**src/rtl/tw_spi_pkg.sv**
```systemverilog
package tw_spi_pkg;

    localparam int ADDR_W     = 6;
    localparam int DATA_W     = 8;
    localparam int HDR_BITS   = ADDR_W + 2;
    localparam int FRAME_BITS = HDR_BITS + DATA_W;
    localparam int CNT_W      = $clog2(FRAME_BITS + 1);
    localparam int RES_W      = 3;

    typedef logic [ADDR_W-1:0] addr_t;
    typedef logic [DATA_W-1:0] byte_t;
    typedef logic [CNT_W-1:0]  cnt_t;
    typedef logic [RES_W-1:0]  res_t;

    // bit-counter values at which the frame engine acts
    localparam cnt_t CNT_ADDR_LAST = cnt_t'(ADDR_W - 1);
    localparam cnt_t CNT_DIR       = cnt_t'(ADDR_W);
    localparam cnt_t CNT_TX_FIRST  = cnt_t'(HDR_BITS);
    localparam cnt_t CNT_LAST_BIT  = cnt_t'(FRAME_BITS - 1);
    localparam cnt_t CNT_DONE      = cnt_t'(FRAME_BITS);

    typedef enum logic [ADDR_W-1:0] {
        SEL_SCRATCH = 6'h00,
        SEL_IDENT   = 6'h01,
        SEL_FORMAT  = 6'h02,
        SEL_POWER   = 6'h03
    } reg_sel_e;

    localparam int PWR_ON_BIT    = 0;
    localparam int PWR_OWNER_BIT = 7;

    // one write strobe leaving the frame engine
    typedef struct packed {
        logic  en;
        addr_t addr;
        byte_t data;
    } wr_req_t;

    // synchronised bus pins
    typedef struct packed {
        logic csn;
        logic sck;
        logic sdi;
    } bus_pins_t;

    localparam bus_pins_t BUS_IDLE = '{csn: 1'b1, sck: 1'b0, sdi: 1'b0};

    function automatic logic in_tx_window(input cnt_t c, input logic rd);
        return rd && (c >= CNT_TX_FIRST) && (c < CNT_DONE);
    endfunction

endpackage

```
**src/rtl/tw_spi_sync.sv**
```systemverilog
module tw_spi_sync
    import tw_spi_pkg::*;
#(
    parameter int STAGES = 2
) (
    input  logic      clk,
    input  logic      rst_n,
    input  bus_pins_t pins_i,
    output bus_pins_t pins_o
);
    localparam int N = (STAGES < 2) ? 2 : STAGES;

    bus_pins_t stg [N];

    always_ff @(posedge clk) begin
        if (!rst_n) begin
            for (int s = 0; s < N; s++) stg[s] <= BUS_IDLE;
        end else begin
            stg[0] <= pins_i;
            for (int s = 1; s < N; s++) stg[s] <= stg[s-1];
        end
    end

    assign pins_o = stg[N-1];

endmodule

```
**src/rtl/tw_spi_frame.sv**
```systemverilog
module tw_spi_frame
    import tw_spi_pkg::*;
(
    input  logic      clk,
    input  logic      rst_n,
    input  bus_pins_t bus_i,
    input  byte_t     rd_data,
    output addr_t     rd_addr,
    output wr_req_t   wr_req,
    output logic      sdo,
    output logic      sdo_oe
);
    logic  sck_d;
    logic  sck_rise;
    logic  sck_fall;
    cnt_t  cnt;
    byte_t shin;
    byte_t txsh;
    addr_t addr_q;
    logic  is_rd;

    assign sck_rise = bus_i.sck & ~sck_d;
    assign sck_fall = ~bus_i.sck & sck_d;
    assign rd_addr  = addr_q;

    always_ff @(posedge clk) begin
        if (!rst_n) begin
            sck_d  <= 1'b0;
            cnt    <= '0;
            shin   <= '0;
            txsh   <= '0;
            addr_q <= '0;
            is_rd  <= 1'b0;
            sdo    <= 1'b0;
            sdo_oe <= 1'b0;
            wr_req <= '0;
        end else begin
            sck_d     <= bus_i.sck;
            wr_req.en <= 1'b0;
            if (bus_i.csn) begin
                cnt    <= '0;
                is_rd  <= 1'b0;
                sdo    <= 1'b0;
                sdo_oe <= 1'b0;
            end else begin
                if (sck_rise) begin
                    if (cnt != CNT_DONE) cnt <= cnt + cnt_t'(1);
                    shin <= {shin[DATA_W-2:0], bus_i.sdi};
                    if (cnt == CNT_ADDR_LAST)
                        addr_q <= {shin[ADDR_W-2:0], bus_i.sdi};
                    if (cnt == CNT_DIR) begin
                        is_rd <= bus_i.sdi;
                        if (bus_i.sdi) txsh <= rd_data;
                    end
                    if (cnt == CNT_LAST_BIT && !is_rd) begin
                        wr_req.en   <= 1'b1;
                        wr_req.addr <= addr_q;
                        wr_req.data <= {shin[DATA_W-2:0], bus_i.sdi};
                    end
                end
                if (sck_fall) begin
                    if (in_tx_window(cnt, is_rd)) begin
                        sdo_oe <= 1'b1;
                        sdo    <= txsh[DATA_W-1];
                        txsh   <= {txsh[DATA_W-2:0], 1'b0};
                    end else begin
                        sdo_oe <= 1'b0;
                        sdo    <= 1'b0;
                    end
                end
            end
        end
    end


    oe_window_chk: assert property (@(posedge clk) disable iff (!rst_n)
        sdo_oe |-> (is_rd && cnt >= CNT_TX_FIRST));


    oe_launch_chk: assert property (@(posedge clk) disable iff (!rst_n)
        $rose(sdo_oe) |-> $past(sck_fall));


    cs_release_chk: assert property (@(posedge clk) disable iff (!rst_n)
        bus_i.csn |=> !sdo_oe);


    single_strobe_chk: assert property (@(posedge clk) disable iff (!rst_n)
        wr_req.en |=> !wr_req.en);

endmodule

```
**src/rtl/tw_spi_regs.sv**
```systemverilog
module tw_spi_regs
    import tw_spi_pkg::*;
#(
    parameter logic [3:0] CHIP_ID   = 4'h3,
    parameter logic [3:0] CHIP_VER  = 4'h1,
    parameter res_t       RES_RESET = 3'd7
) (
    input  logic    clk,
    input  logic    rst_n,
    input  wr_req_t wr_req,
    input  addr_t   rd_addr,
    output byte_t   rd_data,
    input  res_t    strap_res,
    input  logic    strap_active,
    output res_t    res_code,
    output logic    panel_active
);
    localparam byte_t IDENT_BYTE  = {CHIP_ID, CHIP_VER};
    localparam byte_t FORMAT_INIT = byte_t'(RES_RESET);

    byte_t scratch_q;
    byte_t format_q;
    byte_t power_q;

    always_ff @(posedge clk) begin
        if (!rst_n) begin
            scratch_q <= '0;
            format_q  <= FORMAT_INIT;
            power_q   <= '0;
        end else if (wr_req.en) begin
            case (reg_sel_e'(wr_req.addr))
                SEL_SCRATCH: scratch_q <= wr_req.data;
                SEL_FORMAT:  format_q  <= wr_req.data;
                SEL_POWER:   power_q   <= wr_req.data;
                default: ;
            endcase
        end
    end

    always_comb begin
        case (reg_sel_e'(rd_addr))
            SEL_SCRATCH: rd_data = scratch_q;
            SEL_IDENT:   rd_data = IDENT_BYTE;
            SEL_FORMAT:  rd_data = format_q;
            SEL_POWER:   rd_data = power_q;
            default:     rd_data = '0;
        endcase
    end

    always_comb begin
        if (power_q[PWR_OWNER_BIT]) begin
            res_code     = format_q[RES_W-1:0];
            panel_active = power_q[PWR_ON_BIT];
        end else begin
            res_code     = strap_res;
            panel_active = strap_active;
        end
    end


    scratch_hold_chk: assert property (@(posedge clk) disable iff (!rst_n)
        !(wr_req.en && wr_req.addr == SEL_SCRATCH) |=> $stable(scratch_q));


    format_hold_chk: assert property (@(posedge clk) disable iff (!rst_n)
        !(wr_req.en && wr_req.addr == SEL_FORMAT) |=> $stable(format_q));

endmodule

```
**src/rtl/tw_spi_regslave.sv**
```systemverilog
module tw_spi_regslave
    import tw_spi_pkg::*;
#(
    parameter int         SYNC_STAGES = 2,
    parameter logic [3:0] CHIP_ID     = 4'h3,
    parameter logic [3:0] CHIP_VER    = 4'h1,
    parameter logic [2:0] RES_RESET   = 3'd7
) (
    input  logic       clk,
    input  logic       rst_n,
    input  logic       spi_csn,
    input  logic       spi_sck,
    input  logic       spi_sdi,
    output logic       spi_sdo,
    output logic       spi_sdo_oe,
    input  logic [2:0] strap_res,
    input  logic       strap_active,
    output logic [2:0] res_code,
    output logic       panel_active
);
    bus_pins_t pins_raw;
    bus_pins_t pins_s;
    wr_req_t   wr_req;
    addr_t     rd_addr;
    byte_t     rd_data;

    assign pins_raw = '{csn: spi_csn, sck: spi_sck, sdi: spi_sdi};

    tw_spi_sync #(.STAGES(SYNC_STAGES)) u_sync (
        .clk    (clk),
        .rst_n  (rst_n),
        .pins_i (pins_raw),
        .pins_o (pins_s)
    );

    tw_spi_frame u_frame (
        .clk     (clk),
        .rst_n   (rst_n),
        .bus_i   (pins_s),
        .rd_data (rd_data),
        .rd_addr (rd_addr),
        .wr_req  (wr_req),
        .sdo     (spi_sdo),
        .sdo_oe  (spi_sdo_oe)
    );

    tw_spi_regs #(
        .CHIP_ID   (CHIP_ID),
        .CHIP_VER  (CHIP_VER),
        .RES_RESET (RES_RESET)
    ) u_regs (
        .clk          (clk),
        .rst_n        (rst_n),
        .wr_req       (wr_req),
        .rd_addr      (rd_addr),
        .rd_data      (rd_data),
        .strap_res    (strap_res),
        .strap_active (strap_active),
        .res_code     (res_code),
        .panel_active (panel_active)
    );

endmodule

```
**config.mk**
```make
export PLATFORM = sky130hd
export DESIGN_NAME = tw_spi_regslave
export DESIGN_NICKNAME = d
export VERILOG_FILES = /design/src/rtl/tw_spi_pkg.sv /design/src/rtl/tw_spi_sync.sv /design/src/rtl/tw_spi_frame.sv /design/src/rtl/tw_spi_regs.sv /design/src/rtl/tw_spi_regslave.sv
export SDC_FILE = /design/constraint.sdc
export NUM_CORES = 1
export LEC_CHECK = 0
export BUFFER_PORTS_ARGS = -buffer_cell sky130_fd_sc_hd__buf_2
export CAP_MARGIN = 5
export CORE_MARGIN = 1
export CORE_UTILIZATION = 45
export DETAILED_ROUTE_END_ITERATION = 12
export HOLD_SLACK_MARGIN = 0.02
export PLACE_DENSITY = 0.65
export SETUP_SLACK_MARGIN = 0.1
export SYNTH_ARGS = -nofsm -noshare
export SYNTH_HDL_FRONTEND = slang
export SYNTH_HIERARCHICAL = 1
export SYNTH_SLANG_ARGS = --single-unit
```
**constraint.sdc**
```tcl
create_clock -name clk -period 2.5 [get_ports clk]
set_clock_uncertainty 0.1 [all_clocks]
set_input_delay 0.125 -clock clk [delete_from_list [all_inputs] [get_ports clk]]
set_output_delay 0.125 -clock clk [all_outputs]
set_load 0.01 [all_outputs]
```
==> impl_metrics.ini, run 1 <==
[routing]
drtIter0Drc = 127
wl_per_cell_um = 14.9
dr.pass1.iters = 4
vias = 2306
routed_via_density = 5.30
ant_nets = 0
routed_wl_mm = 6.46
drc = 0

[placement]
place_inst = 418
gp_congestion = 0.779
hpwl_mm = 4.33
port-buffer-count = 14

[floorplanning]
initial_core_util = 0.474
die_w_um = 87.3
die_area_mm2 = 0.00763
die_h_um = 87.3
pin_count = 15
placementRows = 30
core_area_mm2 = 0.00691

[layout]
fin_util = 0.515
mostFrequentLayoutCell = dfxtp_1
final_cell_count_no_fill = 435
synthToLayoutAreaGrowth_pct = 8.51
layout_common_cells = dfxtp_1, mux2i_1, nor2_1
diodes = 0
nets = 350
drive_gt1_frac = 0.147

[min_path]
min_path_cells = 3
hold_path.class = input pin to register

[synthesis]
yosysWarnings = 6
syn_nets = 339
async_flop_share = 0
synthTopCellsByArea = dfxtp_1, mux2i_1, nor2_1, nand2_1, mux2_2
yosys_register_bits = 75
netlist_instances = 325
postSynthAreaPerCell_um2 = 10.1
ys.flop_type = dfxtp_1
synth-seq-area-share = 0.458
synthDistinctLibCells = 50
synth_edf_count = 0
yosys.area.top_type_share = 0.458
syn_area_mm2 = 0.00328
synth_top_area_cell = dfxtp_1

[cts]
cts_tree = done
cts_buffers = 9
postCtsSetupBuffers = 0
clock-sinks = 75
htree_levels = 3
clk_pin_slew_worst_paths_ns = 0.07
clock_latency_ns = 0.34
cts_max_path_buffers = 2
cts_root_buf = clkbuf_8

[global_route]
grt.total_usage = 0.189
top_usage_layer = met2
globalRouteMet2Util = 0.296
grt_pass1_vias = 2185
gr-usage-met1 = 0.255
grt_pass1_wl_mm = 10.9
met3_usage = 0.0370
grt_max_degree = 47
antenna_found_initial = 0
gr-total-overflow = 0

[worst_setup_path]
worstSetupPathType = register to register
reg2reg_depth = 6
critPathLaunchType = register
cp_max_fo = 6
arrival_ns = 1.94
setup.worst_path.end_class = register
cp.required_ns = 2.62

[timing]
worstMarginPinSlew_ns = 0.599
rsz0062_at_grt = false
slew_headroom = 0.600
fmax_mhz = 550
finalMaxSlewViolations = 0
hold_viol = 0
setup_viol_count_final = 0
fin_setup_tns_ns = 0
finalCritPeriodShare = 0.727
whs_ns = 0.182
finalCriticalPeriod_ns = 1.82

[power_and_ir_drop]
power_density_mw_per_mm2 = 584
p_leak_nw = 1.60
ir_worst_vdd_mv = 0.415

[flow_run]
maxCapViolCount = 0

[outcome]
outcome = finished clean
-- critical path, cell delays in order (launching register included) --
cell	delay, ns
dfxtp_1	0.36
inv_1	0.10
ha_1	0.14
and3b_2	0.25
nand4b_1	0.12
a31o_2	0.32
a221o_1	0.30
-- through the flow --
step	worst slack, ns	cell area (µm²)	total power, mW
6_report	0.683	3560	2.08
5_1_grt	0.546	3560	2.17
4_1_cts	0.689	3560	2.10
3_5_place_dp	0.703	3360	1.28
3_3_place_gp	0.731	3360	1.28
2_1_floorplan	0.778	3280	1.27
-- per-layer routing --
metal	up-vias	wire [µm]
met4	0	33
met5	-	0
li1	1153	-
met3	5	205
met2	35	3070
met1	1113	3150
-- layout make-up --
type,instances,area (µm²)
clock buffers,12,155
clock inverters,2,12.5
fillers,652,3350
inverters,7,26.3
multi-input cells,223,1620
flip-flops and latches,75,1500
well taps,96,120
repair buffers,20,123
-- flip-flops by register name, indices dropped and copies added (netlist names) --
| name | count |
|---|---|
| u_sync/stg | 6 |
| u_frame/txsh | 8 |
| u_frame/sck_d | 1 |
| u_frame/shin | 7 |
| u_regs/scratch_q | 8 |
| u_frame/sdo | 1 |
| u_regs/power_q | 8 |
| u_frame/wr_req | 15 |
| u_frame/rd_addr | 6 |
| u_frame/is_rd | 1 |
| u_frame/sdo_oe | 1 |
| u_regs/format_q | 8 |
| u_frame/cnt | 5 |
-- cell families (layout without fill, tap and decap cells) --
family,Yosys count,after routing,synth area share
muxes,61,61,0.190
DFF,75,75,0.458
AOI/OAI and AO/OA,37,37,0.0913
and+or+nand+nor,117,117,0.186
xor gates and xnor gates,3,3,0.00802
buffers and inverters,27,41,0.0481
adders and majority gates,5,5,0.0191
-- worst paths after layout --
check	start	endpoint	slack (ns)
worst max-delay path	u_frame/cnt[0]	u_frame/txsh[4]	0.68
worst min-delay path	rst_n	u_frame/wr_req[5]	0.18
worst max register to register	u_frame/cnt[0]	u_frame/txsh[4]	0.68
worst min register to register	u_sync/stg[0][2]	u_sync/stg[0][5]	0.31
-- Yosys cell counts, types with 2 or more instances --
cell type / number
mux2_2: 9
nand4bb_1: 2
a21oi_1: 3
nor2b_1: 3
xor2_1: 2
buf_6: 3
o211ai_1: 5
buf_2: 4
a211oi_1: 4
and2_1: 6
nand3_1: 3
nor3_1: 4
clkbuf_1: 7
o211a_1: 5
buf_4: 3
nand4b_1: 2
a221o_1: 6
nand2b_1: 3
o21ai_0: 3
dfxtp_1: 75
mux2i_1: 52
a22oi_1: 6
nor2_1: 46
ha_1: 5
nand2_1: 34
inv_1: 6
-- power by group --
part / leakage [nW] / switching, mW / total (mW) / internal, mW
Sequential: 0.605 / 0.00452 / 1.20 / 1.20
Combinational: 0.910 / 0.0343 / 0.0555 / 0.0212
Clock: 0.0843 / 0.414 / 0.817 / 0.403
-- timing repair --
| item | in CTS | in global routing |
|---|---|---|
| gates resized for setup | 0 | 0 |
| endpoints found under the hold margin | 3 | 0 |
| hold buffers | 3 | 0 |
Power figures use the tool's default switching activity.
==> run 2: changes to the inputs <==
--- a/config.mk
+++ b/config.mk
@@ -11,7 +11,7 @@
 export CORE_UTILIZATION = 45
 export DETAILED_ROUTE_END_ITERATION = 12
 export HOLD_SLACK_MARGIN = 0.02
-export PLACE_DENSITY = 0.65
+export PLACE_DENSITY = 0.68
 export SETUP_SLACK_MARGIN = 0.1
 export SYNTH_ARGS = -nofsm -noshare
 export SYNTH_HDL_FRONTEND = slang
==> constraint.sdc (replaced) <==
create_clock -name clk -period 1.6 [get_ports clk]
set_clock_uncertainty 0.1 [all_clocks]
set_input_delay 0.08 -clock clk [delete_from_list [all_inputs] [get_ports clk]]
set_output_delay 0.08 -clock clk [all_outputs]
set_load 0.01 [all_outputs]
==> run 2 against run 1 <==
  * Critical endpoint is now u_frame/txsh[1]
  * Hold slack improved by 0.13 ns
  * Maximum frequency grew 7.9%
  * Global-route usage grew 0.15 points
  * The flow now finishes with violations (negative setup slack)
  * Routed wire length up 4.6%
  * Largest power group unchanged
  * Highest routed layer unchanged
  * Power up 66%
  * Combinational power grew 100%
  * Cell count up 8.0%
==> impl_metrics.ini, run 2 (synthesis results as in run 1) <==
[floorplanning]
initial_core_util = 0.474
die_w_um = 87.3
die_h_um = 87.3
placementRows = 30
die_area_mm2 = 0.00763
pin_count = 15
core_area_mm2 = 0.00691

[worst_setup_path]
cp_max_fo = 6
arrival_ns = 1.81
path_cells = inv_2 > ha_4 > and3b_2 > nand4b_1 > a31o_4 > a221o_1
worstSetupPathType = register to register
crit_family = compound AO/OA/AOI/OAI gates
critPathLaunchType = register
critical_path_buf_inv_count = 1
cp.required_ns = 1.73
cpPeakStageDelay_ns = 0.34
crit_slowest_cell = dfxtp_2
setup.worst_path.end_class = register

[cts]
clock_latency_ns = 0.34
cts_tree = done
htree_levels = 3
cts_buffers = 9
cts_root_buf = clkbuf_8
clk_pin_slew_worst_paths_ns = 0.08
cts_max_path_buffers = 2
clock-sinks = 75

[routing]
drc = 0
dr.pass1.iters = 5
routed_wl_mm = 6.76
ant_nets = 0
vias = 2465
routed_via_density = 5.24
drtIter0Drc = 105
wl_per_cell_um = 14.4

[global_route]
top_usage_layer = met2
grt_pass1_wl_mm = 11.1
met3_usage = 0.0313
antenna_found_initial = 0
grt.total_usage = 0.191
grt_max_degree = 33
gr-usage-met1 = 0.247
grt_pass1_vias = 2298
globalRouteMet2Util = 0.313
gr-total-overflow = 0

[timing]
worstMarginPinSlew_ns = 0.440
finalCritPeriodShare = 1.05
setup_slack_ns = -0.0838
hold_viol = 0
finalMaxSlewViolations = 0
finalCriticalPeriod_ns = 1.68
setup_viol_count_final = 6
slew_headroom = 0.705
rsz0062_at_grt = true
fmax_mhz = 594

[power_and_ir_drop]
swShare = 0.222
power_density_mw_per_mm2 = 861
power.share.combinational = 0.033
power.switching_uw = 767
power_frac_clock = 0.424
ir_worst_vdd_mv = 0.610
power.internal_mw = 2.69
pwr-share-seq = 0.544
p_leak_nw = 1.84

[layout]
fin_area_mm2 = 0.00401
nets = 383
drive_gt1_frac = 0.275
layout_common_cells = dfxtp_1, mux2i_1, nor2_1
largest_reg_flops = 15
mostFrequentLayoutCell = dfxtp_1
regMostFlops = u_frame/wr_req
synthToLayoutAreaGrowth_pct = 22.4
diodes = 0

[outcome]
outcome = finished, violations left
violations = negative setup slack

[min_path]
hold_path.class = register to register

[placement]
port-buffer-count = 14
gp_congestion = 0.826
hpwl_mm = 4.47
place_area_mm2 = 0.00356
pre_cts_slack_ns = -0.141

[flow_run]
maxCapViolCount = 0
==> run 2: cell types whose count changed in the layout (fill, tap and decap cells not counted), moves of 3 or more <==
cell,previous run,this run
ha_1,5,2
dfxtp_1,75,66
buf_4,3,22
buf_6,0,7
dlygate4sd3_1,3,7
dfxtp_2,0,8
==> run 2: power groups by stage <==
stage                     Sequential, mW  Combinational (mW)  Clock (mW)
after CTS                           1.88               0.109        1.50
after global placement              1.92              0.0889           0
after detailed placement            1.92              0.0905           0
after global routing                1.88               0.121        1.58
after floorplan                     1.92              0.0608           0
final                               1.88               0.112        1.46
==> run 2: cell type report <==
cell class / instances / area (µm²)
inverters: 7 / 26.3
multi-input cells: 224 / 1720
flip-flops and latches: 75 / 1520
clock inverters: 6 / 63.8
repair buffers: 52 / 424
clock buffers: 10 / 138
well taps: 96 / 120
fillers: 605 / 2900
==> run 2: timing repair <==
action | CTS | global route
setup buffers | 4 | 0
hold endpoints to repair | 4 | 0
endpoints found under the setup margin | 44 | 44
cloned | 1 | 0
hold buffers | 7 | 0
pin swaps | 8 | 6
resized for setup | 19 | 13
==> run 2: routing by layer <==
metal / wire length [µm] / share of wire / vias to the layer above
li1: - / - / 1226
met1: 3190 / 0.47 / 1189
met2: 3310 / 0.49 / 41
met3: 186 / 0.028 / 9
met4: 76 / 0.011 / 0
met5: 0 / 0 / -
==> run 2: final timing paths <==
check	cells after the start	endpoint	startpoint	slack (ns)
worst min register to register	1	u_sync/stg[0][5]	u_sync/stg[0][2]	0.31
worst min-delay path	1	u_sync/stg[0][5]	u_sync/stg[0][2]	0.31
worst max-delay path	6	u_frame/txsh[1]	u_frame/cnt[0]	-0.08
worst max register to register	6	u_frame/txsh[1]	u_frame/cnt[0]	-0.08
==> run 2: per-stage QoR <==
stage	setup TNS (ns)	power [mW]	util	hold slack [ns]	instances
floorplan	-0.224	1.98	-	0.0530	325
global placement	-0.768	2.01	0.515	0.160	442
detailed placement	-1.60	2.01	0.515	0.169	442
CTS	-0.328	3.49	0.576	0.312	470
global route	-1.23	3.58	0.581	0.322	470
finish	-0.385	3.45	0.581	0.312	470
==> run 3: changes to the inputs <==
--- a/config.mk
+++ b/config.mk
@@ -15,5 +15,4 @@
 export SETUP_SLACK_MARGIN = 0.1
 export SYNTH_ARGS = -nofsm -noshare
 export SYNTH_HDL_FRONTEND = slang
-export SYNTH_HIERARCHICAL = 1
 export SYNTH_SLANG_ARGS = --single-unit
==> run 3 against run 2 <==
  * The run still ends with negative setup slack left
  * Sequential power about the same
  * Final area increased by 8.0%
  * Hold slack got worse by 0.11 ns
  * Setup slack got worse by 0.13 ns
  * Register-to-register slack got worse by 0.13 ns
  * Area after synthesis decreased by 3.0%
  * Clock power about the same
==> impl_metrics.ini, run 3 <==
[outcome]
outcome = finished, violations left
violations = negative setup slack

[worst_setup_path]
critical_path_buf_inv_count = 1
arrival_ns = 1.94
critPathLaunchType = register
crit_family = simple AND/OR/NAND/NOR gates
crit_slowest_cell = or4b_4
worstSetupPathType = register to register
cp.required_ns = 1.72
reg2reg_slack_ns = -0.22
cpPeakStageDelay_ns = 0.57
cp_max_fo = 8
setup.worst_path.end_class = register
r2r_start = u_frame.wr_req[12]
path_cells = or4b_4 > or3_4 > buf_6 > mux2i_1 > nor2_1
r2r-end = u_regs.power_q[3]
reg2reg_depth = 5

[synthesis]
synthTopCellsByCount = dfxtp_1, mux2i_1, nor2_1
synth_xor_area_frac = 0.00826
synthDistinctLibCells = 45
postSynthAreaPerCell_um2 = 9.69
synth_edf_count = 0
yosys.area_share.simple = 0.192
async_flop_share = 0
syn_nets = 342
syn_area_mm2 = 0.00318
yosysWarnings = 0
synth-seq-area-share = 0.472
synth_fa_ha_area_frac = 0.0197
netlist_instances = 328
yosys.area.top_type_share = 0.472
synth_top_area_cell = dfxtp_1
synth_compound_gate_area_share = 0.103
ys.flop_type = dfxtp_1
synthTopCellsByArea = dfxtp_1, mux2i_1, nor2_1, nand3_1, nand2_1
synth_most_common_cell = dfxtp_1
synth_top_family_by_area = simple AND/OR/NAND/NOR gates
synth.area.mux_share = 0.163
yosys_register_bits = 75

[routing]
wl_per_cell_um = 15.4
vias = 2584
routed_wl_mm = 7.57
drtIter0Drc = 115
drc = 0
ant_nets = 0
routed_via_density = 5.24
dr.pass1.iters = 6

[placement]
pre_cts_slack_ns = -0.208
place_area_mm2 = 0.00371
gp_congestion = 0.727
port-buffer-count = 14
hpwl_mm = 4.85
place_inst = 457

[layout]
num-fill-cells = 540
regMostFlops = u_frame.wr_req
diodes = 0
largest_reg_flops = 15
synthToLayoutAreaGrowth_pct = 36.3
mostFrequentLayoutCell = dfxtp_1
final_cell_count_no_fill = 493
fin_util = 0.638
drive_gt1_frac = 0.350
layout_common_cells = dfxtp_1, mux2i_1, nor2_1
nets = 406
fin_area_mm2 = 0.00433

[power_and_ir_drop]
power.internal_mw = 2.65
power.switching_uw = 823
ir_worst_vdd_mv = 0.626
power.share.combinational = 0.035
power_frac_clock = 0.426
pwr-share-seq = 0.540
finalPower_mw = 3.47
power_density_mw_per_mm2 = 801
swShare = 0.237
p_leak_nw = 1.72

[timing]
rsz0062_at_grt = true
whs_ns = 0.206
setup_viol_count_final = 45
slew_headroom = 0.619
fmax_mhz = 550
hold_viol = 0
finalMaxSlewViolations = 0
fin_setup_tns_ns = -7.12
setup_slack_ns = -0.218
worstMarginPinSlew_ns = 0.571
finalCritPeriodShare = 1.14
finalCriticalPeriod_ns = 1.82

[min_path]
min_to = u_sync.stg[0][2]
hold_start = rst_n
hold_path.class = input pin to register
min_path_cells = 3

[cts]
clk_pin_slew_worst_paths_ns = 0.09
cts_root_buf = clkbuf_8
htree_levels = 3
cts_buffers = 9
clock-sinks = 75
clock_latency_ns = 0.36
cts_max_path_buffers = 2
cts_tree = done

[floorplanning]
pin_count = 15
die_area_mm2 = 0.00741
die_w_um = 86.1
core_area_mm2 = 0.00679
placementRows = 30
die_h_um = 86.1
initial_core_util = 0.468

[flow_run]
maxCapViolCount = 0

[global_route]
grt_pass1_wl_mm = 12.1
gr-total-overflow = 0
grt_pass1_vias = 2474
grt.total_usage = 0.216
grt_max_degree = 37
antenna_found_initial = 0
run 3: changes by cell type after synthesis, moves of 4 or more:
| cell | before | now |
|---|---|---|
| a22oi_1 | 6 | 1 |
| a221oi_1 | 0 | 5 |
| a2111oi_2 | 0 | 4 |
| clkbuf_1 | 7 | 12 |
| o21ai_0 | 3 | 19 |
| o211a_1 | 5 | 0 |
| nor2_1 | 46 | 42 |
| o211ai_1 | 5 | 0 |
| nand2_1 | 34 | 26 |
| nand3_1 | 3 | 20 |
| a221o_1 | 6 | 0 |
| mux2i_1 | 52 | 44 |
run 3: worst reg2reg max path, cell delays in order, from the launching register on:
cell	delay [ns]
dfxtp_1	0.32
or4b_4	0.57
or3_4	0.34
buf_6	0.16
mux2i_1	0.15
nor2_1	0.06
run 3: worst max-delay path by stage:
stage / start / end / slack (ns) / cells after the start
floorplan: u_frame.wr_req[12] / u_regs.power_q[7] / -0.14 / 5
global placement: u_frame.wr_req[12] / u_regs.power_q[7] / -0.19 / 5
global route: u_frame.wr_req[12] / u_regs.scratch_q[4] / -0.30 / 7
CTS: u_frame.wr_req[12] / u_regs.scratch_q[0] / -0.21 / 6
detailed placement: u_frame.wr_req[12] / u_regs.power_q[3] / -0.21 / 5
finish: u_frame.wr_req[12] / u_regs.power_q[3] / -0.22 / 5
run 3: cells by family (layout without fill, tap and decap cells):
group / after synthesis / in the layout
adder cells (fa/ha/maj): 5 / 5
multiplexers: 51 / 51
AND/OR/NAND/NOR: 120 / 120
flip-flops: 75 / 75
buffers and inverters: 29 / 98
AO/OA/AOI/OAI: 45 / 45
XOR/XNOR: 3 / 3
run 3: cell type report:
class | instances | area [µm²] | share of cell area
clock buffers | 9 | 124 | 0.0286
clock inverters | 7 | 77.6 | 0.0179
inverters | 9 | 36.3 | 0.00837
multi-input cells | 224 | 1800 | 0.415
flip-flops and latches | 75 | 1520 | 0.350
well taps | 96 | 120 | 0.0277
repair buffers | 73 | 662 | 0.153
run 3: power by group through the flow:
stage | clock network (mW) | registers (mW) | logic (mW)
floorplan | 0 | 1.92 | 0.0585
CTS | 1.50 | 1.87 | 0.112
finish | 1.48 | 1.87 | 0.120
global route | 1.59 | 1.87 | 0.130
detailed placement | 0 | 1.92 | 0.0966
global placement | 0 | 1.92 | 0.0948
run 3: layer usage:
| metal | global-route usage | part of all wire | wire [µm] |
|---|---|---|---|
| met5 | 0 | 0 | 0 |
| met4 | 0.0758 | 0.012 | 88 |
| met3 | 0.0577 | 0.029 | 218 |
| met2 | 0.353 | 0.49 | 3730 |
| met1 | 0.275 | 0.47 | 3540 |
run 3: repair_timing:
item                       4_1_cts  5_1_grt
cloned                           1        1
setup endpoints to repair       61       62
pin swaps                        9       15
setup buffers                    8        4
hold buffers                     8        0
gates resized for setup         33       15
hold endpoints to repair         6        0
